`config.mk`:
```
export PLATFORM = sky130hd
export DESIGN_NAME = mbc_bus_ctrl
export DESIGN_NICKNAME = d
export VERILOG_FILES = /design/src/rtl/mbc_pkg.sv /design/src/rtl/mbc_seq.sv /design/src/rtl/mbc_pins.sv /design/src/rtl/mbc_rdasm.sv /design/src/rtl/mbc_bus_ctrl.sv
export SDC_FILE = /design/constraint.sdc
export NUM_CORES = 1
export LEC_CHECK = 0
export ABC_AREA = 1
export BUFFER_PORTS_ARGS = -buffer_cell sky130_fd_sc_hd__buf_4
export CAP_MARGIN = 5
export CORE_MARGIN = 2
export CORE_UTILIZATION = 45
export CTS_CLUSTER_SIZE = 24
export DETAILED_ROUTE_END_ITERATION = 10
export PLACE_DENSITY = 0.73
export SLEW_MARGIN = 0
export SYNTH_ARGS = -nofsm -noshare
export SYNTH_HDL_FRONTEND = slang
export SYNTH_SLANG_ARGS = --single-unit
```
`constraint.sdc`:
```
create_clock -name clk -period 1.5 [get_ports clk]
set_input_delay 0.075 -clock clk [delete_from_list [all_inputs] [get_ports clk]]
set_output_delay 0.075 -clock clk [all_outputs]
set_load 0.03 [all_outputs]
```
`src/rtl/mbc_pkg.sv`:
```
`timescale 1ns/1ps
package mbc_pkg;

    localparam int BUS_W  = 16;
    localparam int BYTE_W = BUS_W / 2;

    typedef enum logic [2:0] {
        ST_IDLE,
        ST_ADDR,
        ST_GAP,
        ST_ACT,
        ST_END
    } bus_st_e;

    typedef struct packed {
        logic [BUS_W-1:0] addr;
        logic [BUS_W-1:0] wdata;
        logic             word;
        logic             write;
        logic             fetch;
    } bus_req_t;

    // Data placed on the bus during the data phase of a write.
    function automatic logic [BUS_W-1:0] lane_place(input bus_req_t r, input logic second);
        if (second)
            return {2{r.wdata[BUS_W-1:BYTE_W]}};
        else if (r.word)
            return r.wdata;
        else
            return {2{r.wdata[BYTE_W-1:0]}};
    endfunction

endpackage

```
`src/rtl/mbc_seq.sv`:
```
`timescale 1ns/1ps
module mbc_seq
    import mbc_pkg::*;
#(
    parameter int ACT_LEN = 3
) (
    input  logic       clk,
    input  logic       rst,
    input  logic       req_valid,
    input  logic       req_word,
    input  logic       dyn_width,
    input  logic [1:0] wait_lim,
    input  logic       buswidth,
    input  logic       ready,
    output bus_st_e    state_o,
    output logic       ph2_o,
    output logic       w16_o,
    output logic       cap_o,
    output logic       ack_o
);
    localparam int CNT_W = $clog2(ACT_LEN + 1);

    bus_st_e          state;
    logic [CNT_W-1:0] act_cnt;
    logic [1:0]       wait_cnt;
    logic             ph2, w16;
    logic             base_done, hold, split_more;

    assign base_done  = (state == ST_ACT) && (act_cnt == CNT_W'(ACT_LEN - 1));
    assign hold       = base_done && !ready && ((wait_lim == 2'd3) || (wait_cnt < wait_lim));
    assign split_more = (state == ST_END) && req_word && !w16 && !ph2;

    assign cap_o   = base_done && !hold;
    assign ack_o   = (state == ST_END) && !split_more;
    assign state_o = state;
    assign ph2_o   = ph2;
    assign w16_o   = w16;

    always_ff @(posedge clk) begin
        if (rst) begin
            state    <= ST_IDLE;
            act_cnt  <= '0;
            wait_cnt <= '0;
            ph2      <= 1'b0;
            w16      <= 1'b0;
        end else begin
            case (state)
                ST_IDLE: if (req_valid) begin
                    state <= ST_ADDR;
                    ph2   <= 1'b0;
                end
                ST_ADDR: state <= ST_GAP;
                ST_GAP: begin
                    w16      <= dyn_width & buswidth;
                    act_cnt  <= '0;
                    wait_cnt <= '0;
                    state    <= ST_ACT;
                end
                ST_ACT: begin
                    if (!base_done)
                        act_cnt <= act_cnt + CNT_W'(1);
                    else if (hold) begin
                        if (wait_cnt != 2'd3)
                            wait_cnt <= wait_cnt + 2'd1;
                    end else
                        state <= ST_END;
                end
                ST_END: begin
                    if (split_more) begin
                        state <= ST_ADDR;
                        ph2   <= 1'b1;
                    end else
                        state <= ST_IDLE;
                end
                default: state <= ST_IDLE;
            endcase
        end
    end

    // a capped cycle never counts past its cap
    p_wait_cap_r8: assert property (@(posedge clk) disable iff (rst)
        (state == ST_ACT && wait_lim != 2'd3) |-> (wait_cnt <= wait_lim));

    // the gap clock always leads into a fresh strobe phase
    p_gap_to_act_r1: assert property (@(posedge clk) disable iff (rst)
        (state == ST_GAP) |=> (state == ST_ACT && act_cnt == '0 && wait_cnt == '0));

    // with no request the controller stays idle whatever READY does
    p_idle_stay_r7: assert property (@(posedge clk) disable iff (rst)
        (state == ST_IDLE && !req_valid) |=> (state == ST_IDLE));

    // a second byte cycle only follows the end of the first
    p_second_follows_r3: assert property (@(posedge clk) disable iff (rst)
        (state == ST_ADDR && ph2) |-> ($past(state) == ST_END));

endmodule

```
`src/rtl/mbc_pins.sv`:
```
`timescale 1ns/1ps
module mbc_pins
    import mbc_pkg::*;
(
    input  bus_st_e          state,
    input  logic             ph2,
    input  logic             w16,
    input  logic             adv_mode,
    input  logic             split_wr,
    input  bus_req_t         req,
    output logic [BUS_W-1:0] ad_o,
    output logic             ad_oe_o,
    output logic             as_o,
    output logic             rd_n_o,
    output logic             wr_n_o,
    output logic             bhe_n_o,
    output logic             inst_o
);
    logic in_cyc, strobe, a0, hi_used, lo_wr, hi_wr;

    assign in_cyc  = state inside {ST_ADDR, ST_GAP, ST_ACT, ST_END};
    assign strobe  = (state == ST_ACT);
    assign a0      = req.addr[0] | ph2;
    assign hi_used = (req.word && !ph2) || a0;
    assign lo_wr   = !w16 || !a0;
    assign hi_wr   = w16 && hi_used;

    assign as_o    = adv_mode ? !(state inside {ST_ADDR, ST_GAP, ST_ACT})
                              : (state == ST_ADDR);
    assign rd_n_o  = !(strobe && !req.write);
    assign wr_n_o  = split_wr ? !(strobe && req.write && lo_wr)
                              : !(strobe && req.write);
    assign bhe_n_o = split_wr ? !(strobe && req.write && hi_wr)
                              : !(in_cyc && hi_used);
    assign inst_o  = in_cyc && req.fetch && !req.write;
    assign ad_oe_o = (state == ST_ADDR) ||
                     (req.write && (state inside {ST_GAP, ST_ACT, ST_END}));
    assign ad_o    = (state == ST_ADDR) ? {req.addr[BUS_W-1:1], a0}
                                        : lane_place(req, ph2);

endmodule

```
`src/rtl/mbc_rdasm.sv`:
```
`timescale 1ns/1ps
module mbc_rdasm
    import mbc_pkg::*;
(
    input  logic             clk,
    input  logic             rst,
    input  logic             cap,
    input  logic             ph2,
    input  logic             w16,
    input  logic             word,
    input  logic             a0,
    input  logic [BUS_W-1:0] ad_i,
    output logic [BUS_W-1:0] rdata_o
);
    always_ff @(posedge clk) begin
        if (rst)
            rdata_o <= '0;
        else if (cap) begin
            if (ph2)
                rdata_o[BUS_W-1:BYTE_W] <= ad_i[BYTE_W-1:0];
            else if (word)
                rdata_o <= w16 ? ad_i : {{BYTE_W{1'b0}}, ad_i[BYTE_W-1:0]};
            else
                rdata_o <= {{BYTE_W{1'b0}},
                            (w16 && a0) ? ad_i[BUS_W-1:BYTE_W] : ad_i[BYTE_W-1:0]};
        end
    end
endmodule

```
`src/rtl/mbc_bus_ctrl.sv`:
```
`timescale 1ns/1ps
module mbc_bus_ctrl
    import mbc_pkg::*;
#(
    parameter int ACT_LEN = 3
) (
    input  logic        clk,
    input  logic        rst,
    input  logic        req_valid_i,
    input  logic [15:0] req_addr_i,
    input  logic [15:0] req_wdata_i,
    input  logic        req_word_i,
    input  logic        req_write_i,
    input  logic        req_fetch_i,
    output logic        req_ack_o,
    output logic [15:0] rsp_rdata_o,
    input  logic        cfg_dyn_width_i,
    input  logic        cfg_adv_strobe_i,
    input  logic        cfg_split_wr_i,
    input  logic [1:0]  cfg_wait_lim_i,
    input  logic        buswidth_i,
    input  logic        ready_i,
    input  logic [15:0] ad_i,
    output logic [15:0] ad_o,
    output logic        ad_oe_o,
    output logic        as_o,
    output logic        rd_n_o,
    output logic        wr_n_o,
    output logic        bhe_n_o,
    output logic        inst_o
);
    bus_req_t q;
    bus_st_e  st;
    logic     ph2, w16, cap;

    always_ff @(posedge clk) begin
        if (rst)
            q <= '0;
        else if (st == ST_IDLE && req_valid_i)
            q <= '{addr:  {req_addr_i[BUS_W-1:1], req_addr_i[0] & ~req_word_i},
                   wdata: req_wdata_i,
                   word:  req_word_i,
                   write: req_write_i,
                   fetch: req_fetch_i};
    end

    mbc_seq #(.ACT_LEN(ACT_LEN)) u_seq (
        .clk       (clk),
        .rst       (rst),
        .req_valid (req_valid_i),
        .req_word  (q.word),
        .dyn_width (cfg_dyn_width_i),
        .wait_lim  (cfg_wait_lim_i),
        .buswidth  (buswidth_i),
        .ready     (ready_i),
        .state_o   (st),
        .ph2_o     (ph2),
        .w16_o     (w16),
        .cap_o     (cap),
        .ack_o     (req_ack_o)
    );

    mbc_pins u_pins (
        .state    (st),
        .ph2      (ph2),
        .w16      (w16),
        .adv_mode (cfg_adv_strobe_i),
        .split_wr (cfg_split_wr_i),
        .req      (q),
        .ad_o     (ad_o),
        .ad_oe_o  (ad_oe_o),
        .as_o     (as_o),
        .rd_n_o   (rd_n_o),
        .wr_n_o   (wr_n_o),
        .bhe_n_o  (bhe_n_o),
        .inst_o   (inst_o)
    );

    mbc_rdasm u_rdasm (
        .clk     (clk),
        .rst     (rst),
        .cap     (cap),
        .ph2     (ph2),
        .w16     (w16),
        .word    (q.word),
        .a0      (q.addr[0]),
        .ad_i    (ad_i),
        .rdata_o (rsp_rdata_o)
    );

    // the acknowledge is a single-clock pulse
    p_ack_pulse_r1: assert property (@(posedge clk) disable iff (rst)
        req_ack_o |=> !req_ack_o);

    // read strobe opens one clock after the latch pulse ended
    p_gap_before_rd_r1: assert property (@(posedge clk) disable iff (rst)
        ($fell(rd_n_o) && !cfg_adv_strobe_i) |-> (!$past(as_o) && $past(as_o, 2)));

    // in select mode the address strobe is active while reading
    p_adv_covers_rd_r6: assert property (@(posedge clk) disable iff (rst)
        (cfg_adv_strobe_i && !rd_n_o) |-> !as_o);

    // a fetch read keeps the marker up while the read strobe is low
    p_inst_on_fetch_r9: assert property (@(posedge clk) disable iff (rst)
        (!rd_n_o && q.fetch) |-> inst_o);

    // a byte read acknowledges with a zero upper byte
    p_byte_hi_zero_r10: assert property (@(posedge clk) disable iff (rst)
        (req_ack_o && !q.word && !q.write) |-> (rsp_rdata_o[15:8] == 8'h00));

endmodule

```
Yosys cells after proc, flatten, opt, wreduce, memory -nomap -nowiden:

Index checks and enable logic that the tools add are counted.

* register bits: 60
* input bits: 61
* output and inout bits: 39
* logic and storage cells: 106

* add/subtract/negate cells: 2
* magnitude comparators: 1
* eq/ne operators: 14
* muxes and demuxes: 24
* bitwise logic cells: 5
* reduce and logical (&&, ||, !) cells: 48

Operators with widths (number)
* 16-bit 2-to-1 mux: 5
* 1-bit logical AND: 20
* 8-bit 2-to-1 mux: 2
* 2-bit != test, second input constant: 8
* 3-bit case mux with 5 select lines: 1
* 1-bit logical NOT: 13
* 3-bit 2-to-1 mux: 3
* 2-bit 2-to-1 mux: 4
* 2-bit case mux with 2 select lines: 2
* 3-bit by 2-bit equality test with 1-bit output, second input constant: 2
* 1-bit 2-to-1 mux: 6
* 3-bit AND reduction: 2
* 3-bit nonzero test: 2
* 2-bit by 1-bit adder with 2-bit output, second input constant: 2
* 2-bit equality test, second input constant: 2
* 1-bit logical OR: 4
* 2-bit AND reduction: 2
* 4-bit AND reduction: 1
* 2-bit nonzero test: 2
* 4-bit nonzero test: 1
* 3-bit by 1-bit equality test with 1-bit output, second input constant: 1
* 3-bit equality test, second input constant: 1
* 3-bit logical NOT: 1
* 1-bit AND: 2
* other kinds (4): 5

Depth between registers and ports, before layout:

* word-level depth: 7
* depth in mapped cells: 11
* depth with buffers taken out: 10

Modules after synthesis:

A second synthesis with hierarchy kept.

* cell total of the unflattened synthesis: 536
* area, all modules: 3530.9 um2

By module, submodules not included
* mbc_bus_ctrl: instances 1, cells each 231, area an instance 1627.8 um2, sequential area each 700.7 um2
* mbc_rdasm: instances 1, cells each 117, area an instance 837.1 um2, sequential area each 320.3 um2
* mbc_pins: instances 1, cells each 116, area an instance 554.3 um2, sequential area each 0.0 um2
* mbc_seq: instances 1, cells each 72, area an instance 511.7 um2, sequential area each 180.2 um2

Worst setup path after synthesis:

OpenSTA, ideal clock, no wires.

* path type: register -> output
* from: reg u_seq.state[0] (netlist: u_seq.state_o[0])
* to: out ad_o[7]
* arrival time: 1.575 ns
* data required time: 1.425 ns
* path slack: -0.150 ns
* cell stages (with the launch flop): 6
* path buffers: 1
* cells stage by stage: dfxtp_1 > inv_1 > nor3_1 > inv_1 > clkbuf_1 > o21ai_0

* cells in the longest elaborated chain, start to end: 2

RTL lines
* from (decl): RTL line mbc_seq.sv:23 `bus_st_e state;`
* from (signal assigned): RTL line mbc_seq.sv:41 `state <= ST_IDLE;`
* from (signal assigned): RTL line mbc_seq.sv:49 `state <= ST_ADDR;`
* from (signal assigned): RTL line mbc_seq.sv:52 `ST_ADDR: state <= ST_GAP;`
* 3-bit by 1-bit equality test with 1-bit output: RTL line mbc_pins.sv:38 `assign ad_o = (state == ST_ADDR) ? {req.addr[BUS_W-1:1], a0}`
* 16-bit 2-to-1 mux: RTL line mbc_pins.sv:38
* to (decl): RTL line mbc_bus_ctrl.sv:24 `output logic [15:0] ad_o,`

No other way between the ends.

Worst setup path after layout:

* from: reg u_seq.state[1] (netlist: u_seq.state_o[1])
* to: out ad_o[14]

Same word-level chain as after synthesis.

==> impl_metrics.tcl <==
set metrics [dict create \
    cts_buffer_depth 2 \
    syn_inst 441 \
    cp.arrival_ns 1.56 \
    hold_viol 0 \
    cts_made_buffers 9 \
    synth_top_area_frac 0.402 \
    initial_core_util 0.468 \
    syn-cell-area_sq_um 2990 \
    fmax_ghz 0.612 \
    rsz0062_at_grt "yes" \
    wl_per_cell_microns 14.6 \
    synth-seq-cells 60 \
    grt_pass1_vias 2999 \
    crit_chain "nor3_4 -> inv_2 -> clkbuf_16 -> o22ai_2 -> buf_6" \
    grt_pass1_wl_mm 14.4 \
    drc 0 \
    status "complete, but fails checks" \
    drt-initial-drc-count 261 \
    area_growth_pct 51.0 \
    num_antenna_cells 0 \
    yosys.area.top_type "dfxtp_1" \
    fillers 522 \
    vdd_drop_max_mv 0.718 \
    rows 29 \
    dp_hpwl_mm 6.20 \
    die_h_microns 85.5 \
    setup_ws_ns -0.135 \
    p_leak_nw 2.02 \
    overflow 0 \
    p_per_area_nw_per_um2 1110 \
    fin_area_sq_um 4520 \
    drt-total-wl_mm 9.31 \
    clock-sinks 60 \
    vias 3396 \
    core_area_sq_um 6390 \
    viasPerCell 5.31 \
    cp.required_ns 1.42 \
    dpl_cell_area_sq_um 3890 \
    critPathSlowestCell "dfxtp_4" \
    placed_cells 609 \
    insertion_delay_ns 0.34 \
    yosys_warnings 0 \
    fin_crit_sh 1.09 \
    tightest_slew_ns 0.375 \
    cp_max_fo 16 \
    hold_class "input port to register" \
    worstSetupPathType "register to primary output" \
    ioPinCount 100 \
    violations "setup timing" \
    clockRootBuffer "clkbuf_8" \
    port-buffer-count 99 \
    nets 622 \
    avgSynthCellArea_sq_um 6.78 \
    critPathLaunchType "register" \
    synth.distinct_cells 30 \
    synth.area.top_cells "dfxtp_1 (40%), nand2_1 (11%), o21ai_0 (8.4%)" \
    dieWidth_microns 85.5 \
    dr.pass1.iters 5 \
    max-slew-margin-rel 0.748 \
    cts_tree "built" \
    crit_family "buffers and inverters" \
    timing.final.max_slew_violations 0 \
    syn_nets 505 \
    fin_cells 640 \
    setup_viol 25 \
    ys_seq_area_frac 0.402 \
    ant_nets 0 \
    htreeDepth 3 \
    clock_skew_ns 0.00755 \
    layout-drive-gt1-share 0.325 \
    globalplace.congestion 0.932 \
    cp_slowest_stage_delay_ns 0.38 \
    crit_buf_inv 3 \
    cap_violations 0 \
    fin_crit_ns 1.63 \
    clk_pin_slew_ns 0.07 \
    grt_max_degree 33 \
    end_kind "primary output" \
    die-area_sq_um 7320 \
    track_usage 0.245 \
    antenna_found_initial 0 \
]
## worst paths after layout
check | from | to | slack, ns | depth (start not counted)
max | u_seq.state_o[1]$_SDFFE_PP0P_ | ad_o[14] | -0.13 | 5
min | req_addr_i[5] | q[24]$_SDFFE_PP0P_ | 0.004 | 3
max reg2reg | u_seq.state_o[0]$_SDFFE_PP0P_ | q[19]$_SDFFE_PP0P_ | -0.02 | 8
min reg2reg | q[23]$_SDFFE_PP0P_ | q[23]$_SDFFE_PP0P_ | 0.46 | 2
## area by class of cell
type | count | area [sq um] | area share
Multi-Input combinational cell | 295 | 1620 | 0.358
Inverter | 61 | 239 | 0.0529
Tap cell | 77 | 96.3 | 0.0213
Clock inverter | 4 | 72.6 | 0.0161
Sequential cell | 60 | 1210 | 0.269
Clock buffer | 12 | 145 | 0.0321
Timing Repair Buffer | 131 | 1130 | 0.250
## repair_timing
item                                   4_1_cts  5_1_grt
hold buffers                                 8        0
endpoints found under the hold margin        8        0
gates cloned                                 0        2
pin swaps                                    2        7
resized for setup                           32       41
setup buffers                                2        3
setup endpoints to repair                   23       47
## Yosys cell counts, drive strengths merged
cell / count
nor3: 13
o21ai: 65
buf: 11
o32ai: 1
a211oi: 1
clkbuf: 15
dfxtp: 60
inv: 60
nand3: 23
o22ai: 8
a21oi: 47
clkinv: 1
o21bai: 1
nand2: 89
nor2: 29
ha: 3
nand3b: 2
a21boi: 1
nand4: 2
o211a: 1
o211ai: 8
## metrics by stage
step / hold WS, ns / setup TNS [ns] / total power, mW / setup slack, ns / util
global placement: 0.329 / 0 / 3.09 / 0.125 / 0.610
global route: 0.0161 / -5.60 / 5.27 / -0.185 / 0.707
finish: 0.00403 / -2.01 / 5.02 / -0.135 / 0.707
floorplan: 0.153 / -0.920 / 2.61 / -0.131 / -
CTS: 0.00557 / -1.75 / 4.82 / -0.113 / 0.673
detailed placement: 0.333 / 0 / 3.12 / 0.0478 / 0.610
## worst reg2reg max path: cells and delay by family (launching register included)
kind | cells | cell delay [ns]
compound gates | 1 | 0.12
simple gates | 4 | 0.50
buf+inv | 3 | 0.45
flops | 1 | 0.37
## power breakdown
part / internal [mW] / switching (mW) / leakage [nW]
combinational: 0.677 / 0.889 / 1.42
clock: 0.980 / 0.637 / 0.107
sequential: 1.74 / 0.100 / 0.494
## logic make-up (layout without fill, tap and decap cells)
logic type               Yosys count  count (layout)  share of synthesized area
adder cells (fa/ha/maj)            3               3                     0.0125
flip-flops                        60              60                      0.402
AND/OR/NAND/NOR                  158             159                      0.232
buffers and inverters             87             208                      0.116
AO/OA/AOI/OAI                    133             133                      0.238
## cell usage in the layout, fill, tap and decap left out, drive strengths merged
cell type    instances
o211ai               8
nand2               89
nand3               24
o32ai                1
ha                   3
nand4                2
clkinvlp             1
o22ai                8
dfxtp               60
buf                122
a21oi               47
a21boi               1
o21ai               65
o21bai               1
nor2                29
inv                 60
nand3b               2
dlygate4sd3          8
bufinv               2
nor3                13
clkbuf              13
a211oi               1
clkinv               2
o211a                1
## flip-flops by register name (all words and copies together) (netlist names)
name and flops:
q 35, u_rdasm.rdata_o 16, u_seq.state_o 3, u_seq.act_cnt 2
u_seq.wait_cnt 2, u_seq.ph2_o 1, u_seq.w16_o 1
## per-layer routing
| layer | up-vias | global-route usage | wire length, microns |
|---|---|---|---|
| li1 | 1691 | - | - |
| met1 | 1548 | 0.362 | 4210 |
| met2 | 135 | 0.361 | 4320 |
| met3 | 22 | 0.0404 | 555 |
| met4 | 0 | 0.0851 | 225 |
| met5 | - | 0 | 0 |
Note: power is estimated with default switching activity, not from simulation.
